===== src/rtl/dseq_pkg.sv =====
package dseq_pkg;

    localparam int WORD_W     = 32;
    localparam int DESC_WORDS = 7;
    localparam int DESC_IW    = $clog2(DESC_WORDS);
    localparam int NFLAG      = 4;

    typedef enum logic [2:0] {
        RA_CTL  = 3'd0,
        RA_CNT  = 3'd1,
        RA_LADR = 3'd2,
        RA_RADR = 3'd3,
        RA_NEXT = 3'd4,
        RA_GCS  = 3'd5
    } reg_addr_e;

    typedef enum logic [1:0] {
        ST_IDLE,
        ST_FETCH,
        ST_CHECK,
        ST_MOVE
    } seq_state_e;

    // descriptor word slots that carry data (the others are spare)
    localparam logic [DESC_IW-1:0] DW_CTL  = 3'd0;
    localparam logic [DESC_IW-1:0] DW_CNT  = 3'd1;
    localparam logic [DESC_IW-1:0] DW_LADR = 3'd2;
    localparam logic [DESC_IW-1:0] DW_RADR = 3'd4;
    localparam logic [DESC_IW-1:0] DW_LINK = 3'd6;

    // status/control word
    localparam int G_START  = 31;
    localparam int G_CHAIN  = 27;
    localparam int G_ACTIVE = 15;
    localparam int G_FLAG_LO = 8;
    localparam int G_FLAG_HI = G_FLAG_LO + NFLAG - 1;

    // flag vector positions {done, local, remote, parity}
    localparam int F_DONE = 3;
    localparam int F_LERR = 2;

    // control word fields
    localparam int C_DIR    = 31;
    localparam int C_WID_LO = 22;
    localparam int C_SPC_LO = 16;
    localparam int C_PROG   = 14;
    localparam int C_SUPV   = 12;
    localparam int C_BLK    = 8;

    typedef struct packed {
        logic       dir;
        logic [1:0] width;
        logic [2:0] space;
        logic       prog;
        logic       supv;
        logic       blk;
    } xfer_attr_t;

    function automatic logic space_legal(input logic [2:0] s);
        return (s == 3'd0) || (s == 3'd1) || (s == 3'd2) || (s == 3'd6) || (s == 3'd7);
    endfunction

endpackage


===== src/rtl/dseq_fetch.sv =====
module dseq_fetch
    import dseq_pkg::*;
#(
    parameter int ADDR_W = 32
) (
    input  logic                clk,
    input  logic                rst,
    input  logic                go,
    input  logic [ADDR_W-5:0]   base_blk,
    output logic                mem_rd,
    output logic [ADDR_W-1:0]   mem_addr,
    input  logic                mem_ack,
    input  logic [WORD_W-1:0]   mem_rdata,
    output logic                word_vld,
    output logic [DESC_IW-1:0]  word_idx,
    output logic [WORD_W-1:0]   word_data,
    output logic                fin
);
    localparam logic [DESC_IW-1:0] LAST_IDX = DESC_IW'(DESC_WORDS - 1);

    logic                busy_q;
    logic [DESC_IW-1:0]  idx_q;
    logic [ADDR_W-5:0]   blk_q;

    always_ff @(posedge clk) begin
        if (rst) begin
            busy_q <= 1'b0;
            idx_q  <= '0;
            blk_q  <= '0;
        end else if (go) begin
            busy_q <= 1'b1;
            idx_q  <= '0;
            blk_q  <= base_blk;
        end else if (busy_q && mem_ack) begin
            if (idx_q == LAST_IDX) busy_q <= 1'b0;
            idx_q <= idx_q + 1'b1;
        end
    end

    assign mem_rd    = busy_q;
    assign mem_addr  = {blk_q, 4'b0000} + (ADDR_W'(idx_q) << 2);
    assign word_vld  = busy_q && mem_ack;
    assign word_idx  = idx_q;
    assign word_data = mem_rdata;
    assign fin       = word_vld && (idx_q == LAST_IDX);
endmodule


===== src/rtl/dseq_status.sv =====
module dseq_status #(
    parameter int NF = 4
) (
    input  logic          clk,
    input  logic          rst,
    input  logic [NF-1:0] set,
    input  logic [NF-1:0] clr,
    input  logic          en_we,
    input  logic [NF-1:0] en_d,
    output logic [NF-1:0] flags,
    output logic [NF-1:0] en,
    output logic          irq
);
    for (genvar gi = 0; gi < NF; gi++) begin : g_flag
        logic f_q;
        always_ff @(posedge clk) begin
            if (rst) f_q <= 1'b0;
            else     f_q <= set[gi] | (f_q & ~clr[gi]);
        end
        assign flags[gi] = f_q;
    end

    always_ff @(posedge clk) begin
        if (rst)        en <= '0;
        else if (en_we) en <= en_d;
    end

    assign irq = |(flags & en);
endmodule


===== src/rtl/dma_chain_seq.sv =====
module dma_chain_seq
    import dseq_pkg::*;
#(
    parameter int ADDR_W = 32,
    parameter int CNT_W  = 24
) (
    input  logic                clk,
    input  logic                rst,
    input  logic                reg_we,
    input  logic [2:0]          reg_addr,
    input  logic [31:0]         reg_wdata,
    output logic [31:0]         reg_rdata,
    output logic                mem_rd,
    output logic [ADDR_W-1:0]   mem_addr,
    input  logic                mem_ack,
    input  logic [31:0]         mem_rdata,
    output logic                mv_req,
    output logic                mv_dir,
    output logic [1:0]          mv_width,
    output logic [2:0]          mv_space,
    output logic                mv_prog,
    output logic                mv_supv,
    output logic                mv_block,
    output logic [CNT_W-1:0]    mv_count,
    output logic [31:0]         mv_laddr,
    output logic [31:0]         mv_raddr,
    input  logic                mv_done,
    input  logic [2:0]          mv_err,
    output logic                irq
);
    seq_state_e        state_q, state_n;
    logic [WORD_W-1:0] ctl_q, cnt_q, ladr_q, radr_q, nxt_q, link_q;
    logic              chain_q;
    logic              chan_active;

    logic              gcs_wr, host_wr, start_acc;
    logic              fetch_go;
    logic [ADDR_W-5:0] fetch_blk;
    logic              nxt_ld;
    logic [NFLAG-1:0]  fset, fclr, flags, en;
    logic              desc_ok;

    logic                word_vld, fin;
    logic [DESC_IW-1:0]  word_idx;
    logic [WORD_W-1:0]   word_data;
    xfer_attr_t          attr;

    assign chan_active = (state_q != ST_IDLE);
    assign gcs_wr      = reg_we && (reg_addr == RA_GCS);
    assign host_wr     = reg_we && !chan_active;
    assign start_acc   = gcs_wr && reg_wdata[G_START] && !chan_active;

    assign desc_ok = (cnt_q != '0)
                  && (cnt_q[WORD_W-1:CNT_W] == '0)
                  && (ladr_q[2:0] == radr_q[2:0])
                  && space_legal(ctl_q[C_SPC_LO +: 3]);

    always_comb begin
        state_n   = state_q;
        fetch_go  = 1'b0;
        fetch_blk = nxt_q[ADDR_W-1:4];
        fset      = '0;
        nxt_ld    = 1'b0;
        unique case (state_q)
            ST_IDLE: begin
                if (start_acc) begin
                    if (reg_wdata[G_CHAIN]) begin
                        state_n  = ST_FETCH;
                        fetch_go = 1'b1;
                    end else begin
                        state_n = ST_CHECK;
                    end
                end
            end
            ST_FETCH: begin
                if (fin) state_n = ST_CHECK;
            end
            ST_CHECK: begin
                if (desc_ok) begin
                    state_n = ST_MOVE;
                end else begin
                    state_n      = ST_IDLE;
                    fset[F_LERR] = 1'b1;
                end
            end
            ST_MOVE: begin
                if (mv_err != '0) begin
                    state_n   = ST_IDLE;
                    fset[2:0] = mv_err;
                end else if (mv_done) begin
                    nxt_ld = chain_q;
                    if (chain_q && !link_q[0]) begin
                        state_n   = ST_FETCH;
                        fetch_go  = 1'b1;
                        fetch_blk = link_q[ADDR_W-1:4];
                    end else begin
                        state_n      = ST_IDLE;
                        fset[F_DONE] = 1'b1;
                    end
                end
            end
            default: state_n = ST_IDLE;
        endcase
    end

    always_ff @(posedge clk) begin
        if (rst) begin
            state_q <= ST_IDLE;
            ctl_q   <= '0;
            cnt_q   <= '0;
            ladr_q  <= '0;
            radr_q  <= '0;
            nxt_q   <= '0;
            link_q  <= '0;
            chain_q <= 1'b0;
        end else begin
            state_q <= state_n;
            if (host_wr) begin
                case (reg_addr)
                    RA_CTL:  ctl_q   <= reg_wdata;
                    RA_CNT:  cnt_q   <= reg_wdata;
                    RA_LADR: ladr_q  <= reg_wdata;
                    RA_RADR: radr_q  <= reg_wdata;
                    RA_NEXT: nxt_q   <= reg_wdata;
                    RA_GCS:  chain_q <= reg_wdata[G_CHAIN];
                    default: ;
                endcase
            end
            if (word_vld) begin
                case (word_idx)
                    DW_CTL:  ctl_q  <= word_data;
                    DW_CNT:  cnt_q  <= word_data;
                    DW_LADR: ladr_q <= word_data;
                    DW_RADR: radr_q <= word_data;
                    DW_LINK: link_q <= word_data;
                    default: ;
                endcase
            end
            if (nxt_ld) nxt_q <= link_q;
        end
    end

    assign fclr = gcs_wr ? reg_wdata[G_FLAG_HI:G_FLAG_LO] : '0;

    dseq_fetch #(.ADDR_W(ADDR_W)) u_fetch (
        .clk       (clk),
        .rst       (rst),
        .go        (fetch_go),
        .base_blk  (fetch_blk),
        .mem_rd    (mem_rd),
        .mem_addr  (mem_addr),
        .mem_ack   (mem_ack),
        .mem_rdata (mem_rdata),
        .word_vld  (word_vld),
        .word_idx  (word_idx),
        .word_data (word_data),
        .fin       (fin)
    );

    dseq_status #(.NF(NFLAG)) u_status (
        .clk   (clk),
        .rst   (rst),
        .set   (fset),
        .clr   (fclr),
        .en_we (gcs_wr),
        .en_d  (reg_wdata[NFLAG-1:0]),
        .flags (flags),
        .en    (en),
        .irq   (irq)
    );

    always_comb begin
        reg_rdata = '0;
        case (reg_addr)
            RA_CTL:  reg_rdata = ctl_q;
            RA_CNT:  reg_rdata = cnt_q;
            RA_LADR: reg_rdata = ladr_q;
            RA_RADR: reg_rdata = radr_q;
            RA_NEXT: reg_rdata = nxt_q;
            RA_GCS: begin
                reg_rdata[G_CHAIN]             = chain_q;
                reg_rdata[G_ACTIVE]            = chan_active;
                reg_rdata[G_FLAG_HI:G_FLAG_LO] = flags;
                reg_rdata[NFLAG-1:0]           = en;
            end
            default: reg_rdata = '0;
        endcase
    end

    assign attr = '{dir:   ctl_q[C_DIR],
                    width: ctl_q[C_WID_LO +: 2],
                    space: ctl_q[C_SPC_LO +: 3],
                    prog:  ctl_q[C_PROG],
                    supv:  ctl_q[C_SUPV],
                    blk:   ctl_q[C_BLK]};

    assign mv_req   = (state_q == ST_MOVE);
    assign mv_dir   = attr.dir;
    assign mv_width = attr.width;
    assign mv_space = attr.space;
    assign mv_prog  = attr.prog;
    assign mv_supv  = attr.supv;
    assign mv_block = attr.blk;
    assign mv_count = cnt_q[CNT_W-1:0];
    assign mv_laddr = ladr_q;
    assign mv_raddr = radr_q;
endmodule


===== config.mk =====
export PLATFORM = sky130hd
export DESIGN_NAME = dma_chain_seq
export DESIGN_NICKNAME = d
export VERILOG_FILES = /design/src/rtl/dseq_pkg.sv /design/src/rtl/dseq_fetch.sv /design/src/rtl/dseq_status.sv /design/src/rtl/dma_chain_seq.sv
export SDC_FILE = /design/constraint.sdc
export NUM_CORES = 1
export LEC_CHECK = 0
export BUFFER_PORTS_ARGS = -buffer_cell sky130_fd_sc_hd__clkbuf_2
export CAP_MARGIN = 15
export CORE_ASPECT_RATIO = 0.6
export CORE_UTILIZATION = 51
export DETAILED_ROUTE_END_ITERATION = 6
export PLACE_DENSITY = 0.77
export SLEW_MARGIN = 10
export SYNTH_ARGS = -nofsm -noshare
export SYNTH_HDL_FRONTEND = slang
export SYNTH_SLANG_ARGS = --single-unit

===== constraint.sdc =====
create_clock -name clk -period 2 [get_ports clk]
set_input_delay 0.2 -clock clk [delete_from_list [all_inputs] [get_ports clk]]
set_output_delay 0.2 -clock clk [all_outputs]
set_load 0.005 [all_outputs]

==> results.md, run 1 <==
- Area Growth Syn to Fin: 26.11%
- Clock-pin slew on the worst setup and hold paths: 0.06 ns
- # fillers: 1843
- Main combinational cell family by area after synthesis: multiplexers
- Setup TNS: -4.731 ns
- Ports: 239
- DR vias/cell: 6.253
- Post-Synthesis Cells: 1393
- Worst Setup Start Kind: register
- Status: finished, violations left
- Largest net degree at the start of global routing: 57
- CP required: 1.80 ns
- Ys flop type: dfxtp_1
- CP max stage cell: dfxtp_2
- Leading area contributor after synthesis: dfxtp_1
- TritonCTS clock tree: built
- Number of distinct library cells after synthesis: 48
- Endpoint class of the critical path: output port
- Post-synthesis compound-gate area fraction: 18.11%
- Async set-reset flop share out of synthesis: 0%
- Layout cells sized above 1: 27.36%
- CP max FO: 7
- Total area of sequential cells: 4715 um^2
- Synth Area in Adders: 1.117%
- Initial Util: 52.65%
- Post-DP HPWL: 30.22 mm
- Total GRT Usage: 33.72%
- Skew final: 0.01295 ns
- Final setup viols: 46
- Period minus WS final: 2.351 ns
- Buffers and inverters on the worst path: 1
- Drt pass-1 iters: 6
- Post-synthesis xor/xnor area fraction: 2.203%
- Power density over the cells: 686.3 nW/um^2
- Post-route ant nets: 0
- Final nets: 1727
- CTS H-Tree Depth: 1
- Worst-margin pin slew: 0.5380 ns
- First-pass GRT wire length: 65.27 mm
- Yosys reg bits: 235
- Worst IR Drop VDD: 0.5586 mV
- Crit-path max cell delay: 0.36 ns
- Footprint of the multi-input gates: 7086 um^2
- Routed via count: 12330
- Crit-path cells: ha_4 -> ha_4 -> nand2_4 -> nor2_4 -> and4_4 -> nand3_1 -> xnor2_1 -> clkbuf_2
- Critical Path AT: 2.15 ns
- # rows: 43
- # DRC: 0
- Setup WS pre-CTS: 0.03373 ns
- Period utilization: 117.5%
- Min-delay worst type: in2reg
- Slew HR: 64.13%
- Hold slack: 0.01105 ns
- Synth Area in Simple Gates: 13.75%
- Area share of the leading cell type in the synthesized netlist: 38.18%
- Sequential fraction of the synthesis area: 38.18%
- Hold depth: 3
- Most used cell, CP: ha_4
- Worst setup path category: reg2out
- Failing checks: setup timing
- Fin. Hold Viols: 0
- Ant diodes: 0
- Top area cells in the synthesized netlist: dfxtp_1, mux2i_1, a211oi_1
- Most frequent cells in the layout: mux2i_1, nor2_1, dfxtp_1, clkbuf_2, a211oi_1
- Vias in the first global route: 11370
- Clock buffer depth: 3
- GPL Wtd Cong: 0.9475
- WL/cell: 22.71 um
- Die Wd: 202.7 um
- Chip Height: 122.4 um
- GRT Residual Overflow: 0
- Unrepaired setup endpoints after global routing: true
- Final wirelength: 44.76 mm
- Port Buffers: 236
- Initial antenna violation count: 0
- Worst path depth: 8
- Max frequency: 0.4254 GHz
- CTS root buf: clkbuf_16
- Mapped cell area: 12320 um^2
- Syn avg cell area: 8.846 um^2
- Die Footprint: 24810 um^2
- Static leakage: 6.635 nW
- Worst-Skew Late Latency: 0.52 ns
- Initial DRC count: 1666
- Yosys warning total: 0
- Top delay family on crit path: simple AND/OR/NAND/NOR gates
- Max_cap viols: 0
- R2R depth: 10
- Setup ws final: -0.3509 ns
- Slew Limit Fails: 0
- CTS sink count: 235
- Core Area: 23400 um^2
- EDFF count, synth: 0
- Mux share of post-synthesis cell area: 19.69%
- CTS buffer count: 23
[sequential cells by signal, summed over array words and instances, names as in the netlist, 4 cells and up]
register / cells
nxt_q: 32
u_fetch.blk_q: 28
cnt_q: 32
mv_laddr: 32
u_status.en: 4
u_status.g_flag.f_q: 4
mv_raddr: 32
ctl_q: 32
link_q: 32
[through the flow]
| step | instances | util, % | total power (W) | instance area, um^2 |
|---|---|---|---|---|
| 2_1_floorplan | 1394 | - | 0.005783 | 12330 |
| 3_3_place_gp | 1880 | 59.75 | 0.006333 | 13980 |
| 3_5_place_dp | 1880 | 59.75 | 0.006359 | 13980 |
| 4_1_cts | 1954 | 64.91 | 0.01058 | 15190 |
| 5_1_grt | 1971 | 66.40 | 0.01098 | 15540 |
| 6_report | 1971 | 66.40 | 0.01067 | 15540 |
[layout make-up]
type / instances / area share, %
inverters: 10 / 0.2737
flip-flops and latches: 235 / 30.34
multi-input cells: 997 / 45.59
clock inverters: 3 / 0.1208
clock buffers: 37 / 4.364
repair buffers: 374 / 16.78
well taps: 315 / 2.536
[worst register-to-register path, delay by kind of cell, from the launching register on]
kind	cells	cell delay, ns
adder cells (fa/ha/maj)	1	0.13
AND/OR/NAND/NOR	2	0.38
AO/OA/AOI/OAI	2	0.28
flip-flops	1	0.36
buffers and inverters	5	0.75
[per-layer routing]
layer | vias to the layer above | routed length, um | global-route usage, %
li1 | 5511 | - | -
met1 | 5859 | 18750 | 47.97
met2 | 841 | 19380 | 51.88
met3 | 114 | 5223 | 5.975
met4 | 0 | 1400 | 10.53
met5 | - | 0 | 0
[cells in the mapped netlist (2+ instances only)]
master / number
or4_1: 2
and4_1: 4
nor2b_1: 4
buf_6: 10
a221oi_1: 2
mux4_2: 5
buf_1: 6
mux2i_1: 230
nand2_1: 95
nor3_1: 4
a31oi_1: 4
o21ai_0: 7
and3_1: 6
buf_4: 40
nand3_1: 19
clkbuf_1: 80
nand4_1: 10
xor2_1: 5
nor3_4: 2
nor4_1: 6
buf_2: 16
a211oi_1: 190
nor2_1: 234
a22oi_1: 26
inv_1: 9
a32oi_1: 2
o221ai_1: 2
nand2b_1: 5
ha_1: 11
a21oi_1: 58
xnor2_1: 26
dfxtp_1: 235
o22ai_1: 23
[kinds of logic (layout without fill, tap and decap cells)]
family,after synthesis,count (layout)
flops,235,235
simple gates,396,396
buf+inv,162,424
mux,236,236
fa+ha+maj,11,11
compound gates,321,321
xor+xnor,31,31
other cells,1,2
[final timing paths]
kind / from / end / slack (ns)
max: u_fetch.blk_q[0]$_SDFFE_PP0P_ / mem_addr[30] / -0.35
min: mem_rdata[10] / link_q[10]$_SDFFE_PP0P_ / 0.01
max reg2reg: state_q[0]$_SDFFE_PP0P_ / u_fetch.blk_q[27]$_SDFFE_PP0P_ / -0.04
min reg2reg: link_q[3]$_SDFFE_PP0P_ / link_q[3]$_SDFFE_PP0P_ / 0.46
[power by group]
| group | switching [W] | internal [W] |
|---|---|---|
| Combinational | 0.000859 | 0.000672 |
| Sequential | 0.000133 | 0.00482 |
| Clock | 0.00187 | 0.00231 |
[what timing repair did]
action,in CTS,in global routing
hold buffers,25,0
gates resized for setup,44,61
gates cloned,1,5
buffers inserted,9,15
pin swaps,26,34
endpoints found under the setup margin,24,57
hold endpoints to repair,31,0
Power figures use the tool's default switching activity.
==> run 2: changes to the inputs <==
--- a/config.mk
+++ b/config.mk
@@ -5,6 +5,7 @@
 export SDC_FILE = /design/constraint.sdc
 export NUM_CORES = 1
 export LEC_CHECK = 0
+export ABC_AREA = 1
 export BUFFER_PORTS_ARGS = -buffer_cell sky130_fd_sc_hd__clkbuf_2
 export CAP_MARGIN = 15
 export CORE_ASPECT_RATIO = 0.6
==> run 2 against run 1 <==
Effect of this change: the run still ends with setup timing left; largest cell class unchanged; design area increased by 2.1%; sequential power is 1% higher; clock skew rose by 0.0044 ns; combinational power rose by 5%; clock-buffer cell count is 6 lower; die area grew 2.2%; flip-flop and latch count did not move; maximum frequency grew 1.7%; utilization down 0.92 points; synthesized cell count rose by 38%; non-clock buffer count down 6; highest routed layer unchanged.
==> results.md, run 2 <==
- WL/cell: 18.65 um (was 22.71 um)
- Clock-pin slew on the worst setup and hold paths: 0.06 ns (about the same)
- # rows: 44 (was 43)
- Slew HR: 56.61% (was 64.13%)
- CTS sink count: 235 (unchanged)
- Leading cell types by count after synthesis: nand2_1, o21ai_0, inv_1 (was dfxtp_1, nor2_1, mux2i_1)
- Final wirelength: 46.43 mm (was 44.76 mm)
- CTS buffer count: 23 (unchanged)
- Chip Height: 123.8 um (was 122.4 um)
- Crit-path cells: ha_4 -> ha_4 -> nand3_4 -> nor2_4 -> nand2_4 -> nor3_4 -> nand4_1 -> xor2_1 -> buf_2 (was ha_4 -> ha_4 -> nand2_4 -> nor2_4 -> and4_4 -> nand3_1 -> xnor2_1 -> clkbuf_2)
- Async set-reset flop share out of synthesis: 0% (unchanged)
- Worst Setup Start Kind: register (unchanged)
- Final nets: 2240 (was 1727)
- Sequential fraction of the synthesis area: 37.33% (was 38.18%)
- Worst IR Drop VDD: 0.4883 mV (was 0.5586 mV)
- Max_cap viols: 0 (unchanged)
- Routed via count: 14390 (was 12330)
- Post-Synthesis Cells: 1918 (was 1393)
- Top area cells in the synthesized netlist: dfxtp_1, o21ai_0, nand2_1 (was dfxtp_1, mux2i_1, a211oi_1)
- Skew final: 0.01734 ns (was 0.01295 ns)
- Syn avg cell area: 6.571 um^2 (was 8.846 um^2)
- CP max stage cell: dfxtp_2 (unchanged)
- Worst-margin pin slew: 0.6508 ns (was 0.5380 ns)
- Area after DPL: 14210 um^2 (was 13980 um^2)
- Leading cell type by number of instances after synthesis: nand2_1 (was dfxtp_1)
- Ys flop type: dfxtp_1 (unchanged)
- Die Wd: 204.9 um (was 202.7 um)
- Ports: 239 (unchanged)
- Buffers and inverters on the worst path: 1 (unchanged)
- TritonCTS clock tree: built (unchanged)
- GPL Wtd Cong: 0.9441 (was 0.9475)
- Largest net degree at the start of global routing: 87 (was 57)
- Crit-path max cell delay: 0.35 ns (was 0.36 ns)
- Hold depth: 3 (unchanged)
- Yosys reg bits: 235 (unchanged)
- Reg-to-Reg Start: state_q[1]$_SDFFE_PP0P_ (was state_q[0]$_SDFFE_PP0P_)
- Initial Util: 52.03% (was 52.65%)
- Clock buffer depth: 3 (unchanged)
- CP max FO: 4 (was 7)
- Setup TNS: -4.449 ns (was -4.731 ns)
- Initial antenna violation count: 0 (unchanged)
- Critical Path AT: 2.11 ns (was 2.15 ns)
- Most used cell, CP: ha_4 (unchanged)
- Fin. Hold Viols: 0 (unchanged)
- R2R depth: 10 (unchanged)
- FF-to-FF End: u_fetch.blk_q[22]$_SDFFE_PP0P_ (was u_fetch.blk_q[27]$_SDFFE_PP0P_)
- Unrepaired setup endpoints after global routing: true (unchanged)
- Max frequency: 0.4328 GHz (was 0.4254 GHz)
- First-pass GRT wire length: 70.59 mm (was 65.27 mm)
- Worst Min Path Start: mem_rdata[13] (was mem_rdata[10])
- Layout cells sized above 1: 21.23% (was 27.36%)
- Mapped cell area: 12600 um^2 (was 12320 um^2)
- Worst setup path category: reg2out (unchanged)
- Power density over the cells: 684.1 nW/um^2 (was 686.3 nW/um^2)
- Vias in the first global route: 12690 (was 11370)
- Port Buffers: 236 (unchanged)
- CTS root buf: clkbuf_16 (unchanged)
- Setup ws final: -0.3107 ns (was -0.3509 ns)
- Area share of the leading cell type in the synthesized netlist: 37.33% (was 38.18%)
- Static leakage: 8.064 nW (was 6.635 nW)
- Drt pass-1 iters: 6 (unchanged)
- Die Footprint: 25370 um^2 (was 24810 um^2)
- Commonest non-fill, non-tap cell in the layout: nand2_1
- Top delay family on crit path: simple AND/OR/NAND/NOR gates (unchanged)
- Initial DRC count: 1941 (was 1666)
- Worst-Skew Late Latency: 0.52 ns (about the same)
- Status: finished, violations left (unchanged)
- Period utilization: 115.5% (was 117.5%)
- Core Area: 24220 um^2 (was 23400 um^2)
- Final setup viols: 23 (was 46)
- Most frequent cells in the layout: nand2_1, o21ai_0, inv_1, dfxtp_1, clkbuf_2 (was mux2i_1, nor2_1, dfxtp_1, clkbuf_2, a211oi_1)
- DR vias/cell: 5.778 (was 6.253)
- R2R setup slack: 0.10 ns (was -0.04 ns)
- Leading area contributor after synthesis: dfxtp_1 (unchanged)
- Post-route ant nets: 0 (unchanged)
- CTS H-Tree Depth: 1 (unchanged)
- EDFF count, synth: 0 (unchanged)
- Failing checks: setup timing (unchanged)
- Slew Limit Fails: 0 (unchanged)
- GRT Residual Overflow: 0 (unchanged)
- Period minus WS final: 2.311 ns (was 2.351 ns)
- Yosys warning total: 0 (unchanged)
- Finished Cell Area: 15860 um^2 (was 15540 um^2)
- # DRC: 0 (unchanged)
- CP required: 1.80 ns (about the same)
- Number of distinct library cells after synthesis: 37 (was 48)
- Area Growth Syn to Fin: 25.85% (was 26.11%)
- Min-delay worst type: in2reg (unchanged)
- Hold Path End: link_q[13]$_SDFFE_PP0P_ (was link_q[10]$_SDFFE_PP0P_)
- Post-DP HPWL: 31.68 mm (was 30.22 mm)
- Endpoint class of the critical path: output port (unchanged)
- Total GRT Usage: 35.51% (was 33.72%)
## run 2: cell count changes after synthesis, sizes merged, moves of 13 or more
cell and change:
inv +235, nand3 +44, nand4 +13, nand2 +310, xnor2 -18, nor2 -117
o21ai +355, a211oi -189, a31oi +28, a21oi +122, mux2i -230, o22ai -22
## run 2: through the flow
stage | worst slack (ns) | utilization, % | total power, W | hold WS [ns] | cells
final | -0.3107 | 65.48 | 0.01085 | 0.006394 | 2490
after global routing | -0.3999 | 65.47 | 0.01119 | 0.01717 | 2489
after CTS | -0.2779 | 64.37 | 0.01077 | 0.001140 | 2478
after detailed placement | -0.05633 | 58.65 | 0.006577 | 0.4706 | 2391
after global placement | 0.04682 | 58.65 | 0.006535 | 0.4613 | 2391
after floorplan | 0.1882 | - | 0.005950 | 0.3405 | 1919
## run 2: final cells by class
class / instances / area (um^2)
clock buffer: 31 / 665.6
timing repair buffer: 368 / 2540
multi-input combinational: 1281 / 6556
fill: 2133 / 8362
antenna: 1 / 2.502
inverter: 245 / 922.1
sequential: 235 / 4737
tap: 322 / 402.9
clock inverter: 7 / 35.03
## run 2: worst register-to-register path, stage by stage, from the launching register on
cell,delay [ns]
dfxtp_1,0.40
ha_1,0.19
nand2_1,0.08
nor2_4,0.20
nand2_1,0.15
buf_4,0.24
nand2_1,0.09
o21ai_0,0.10
buf_4,0.16
nor2_1,0.12
nor2_1,0.06
## run 2: how the worst max path moves through the flow
| stage | slack (ns) | endpoint | cells past startpoint | from |
|---|---|---|---|---|
| global route | -0.40 | mem_addr[22] | 10 | u_fetch.blk_q[6]$_SDFFE_PP0P_ |
| finish | -0.31 | mem_addr[30] | 9 | u_fetch.word_idx[2]$_SDFFE_PP0P_ |
| global placement | 0.05 | mem_addr[24] | 10 | u_fetch.word_idx[2]$_SDFFE_PP0P_ |
| detailed placement | -0.06 | mem_addr[14] | 9 | u_fetch.blk_q[0]$_SDFFE_PP0P_ |
| floorplan | 0.19 | mem_addr[30] | 8 | u_fetch.blk_q[0]$_SDFFE_PP0P_ |
| CTS | -0.28 | mem_addr[24] | 10 | u_fetch.word_idx[2]$_SDFFE_PP0P_ |
## run 2: cell families after synthesis
logic type / count (synthesis) / synth area share [%]
XOR/XNOR: 25 / 1.737
other: 1 / 0.02975
AO/OA/AOI/OAI: 619 / 25.98
buffers and inverters: 403 / 13.59
adder cells (fa/ha/maj): 11 / 1.092
AND/OR/NAND/NOR: 624 / 20.24
flip-flops: 235 / 37.33
## run 2: where the power goes
part | switching (W) | internal [W] | total [W]
logic | 0.00100 | 0.000600 | 0.00160
clock network | 0.00191 | 0.00232 | 0.00423
registers | 0.000168 | 0.00485 | 0.00502
## run 2: timing repair
item                                    CTS  global route
gates resized for setup                  61            56
endpoints found under the setup margin   23            56
pin swaps                                19            21
buffers inserted                         12            11
hold buffers                             37             0
endpoints found under the hold margin    37             0
## run 2: metal layers
metal	vias up	wire [um]	track usage, %	part of all wire, %
li1	6730	-	-	-
met5	-	0	0	0
met3	103	5861	5.913	13
met1	6588	19580	51.89	42
met2	966	19740	53.84	43
met4	0	1240	9.537	2.7
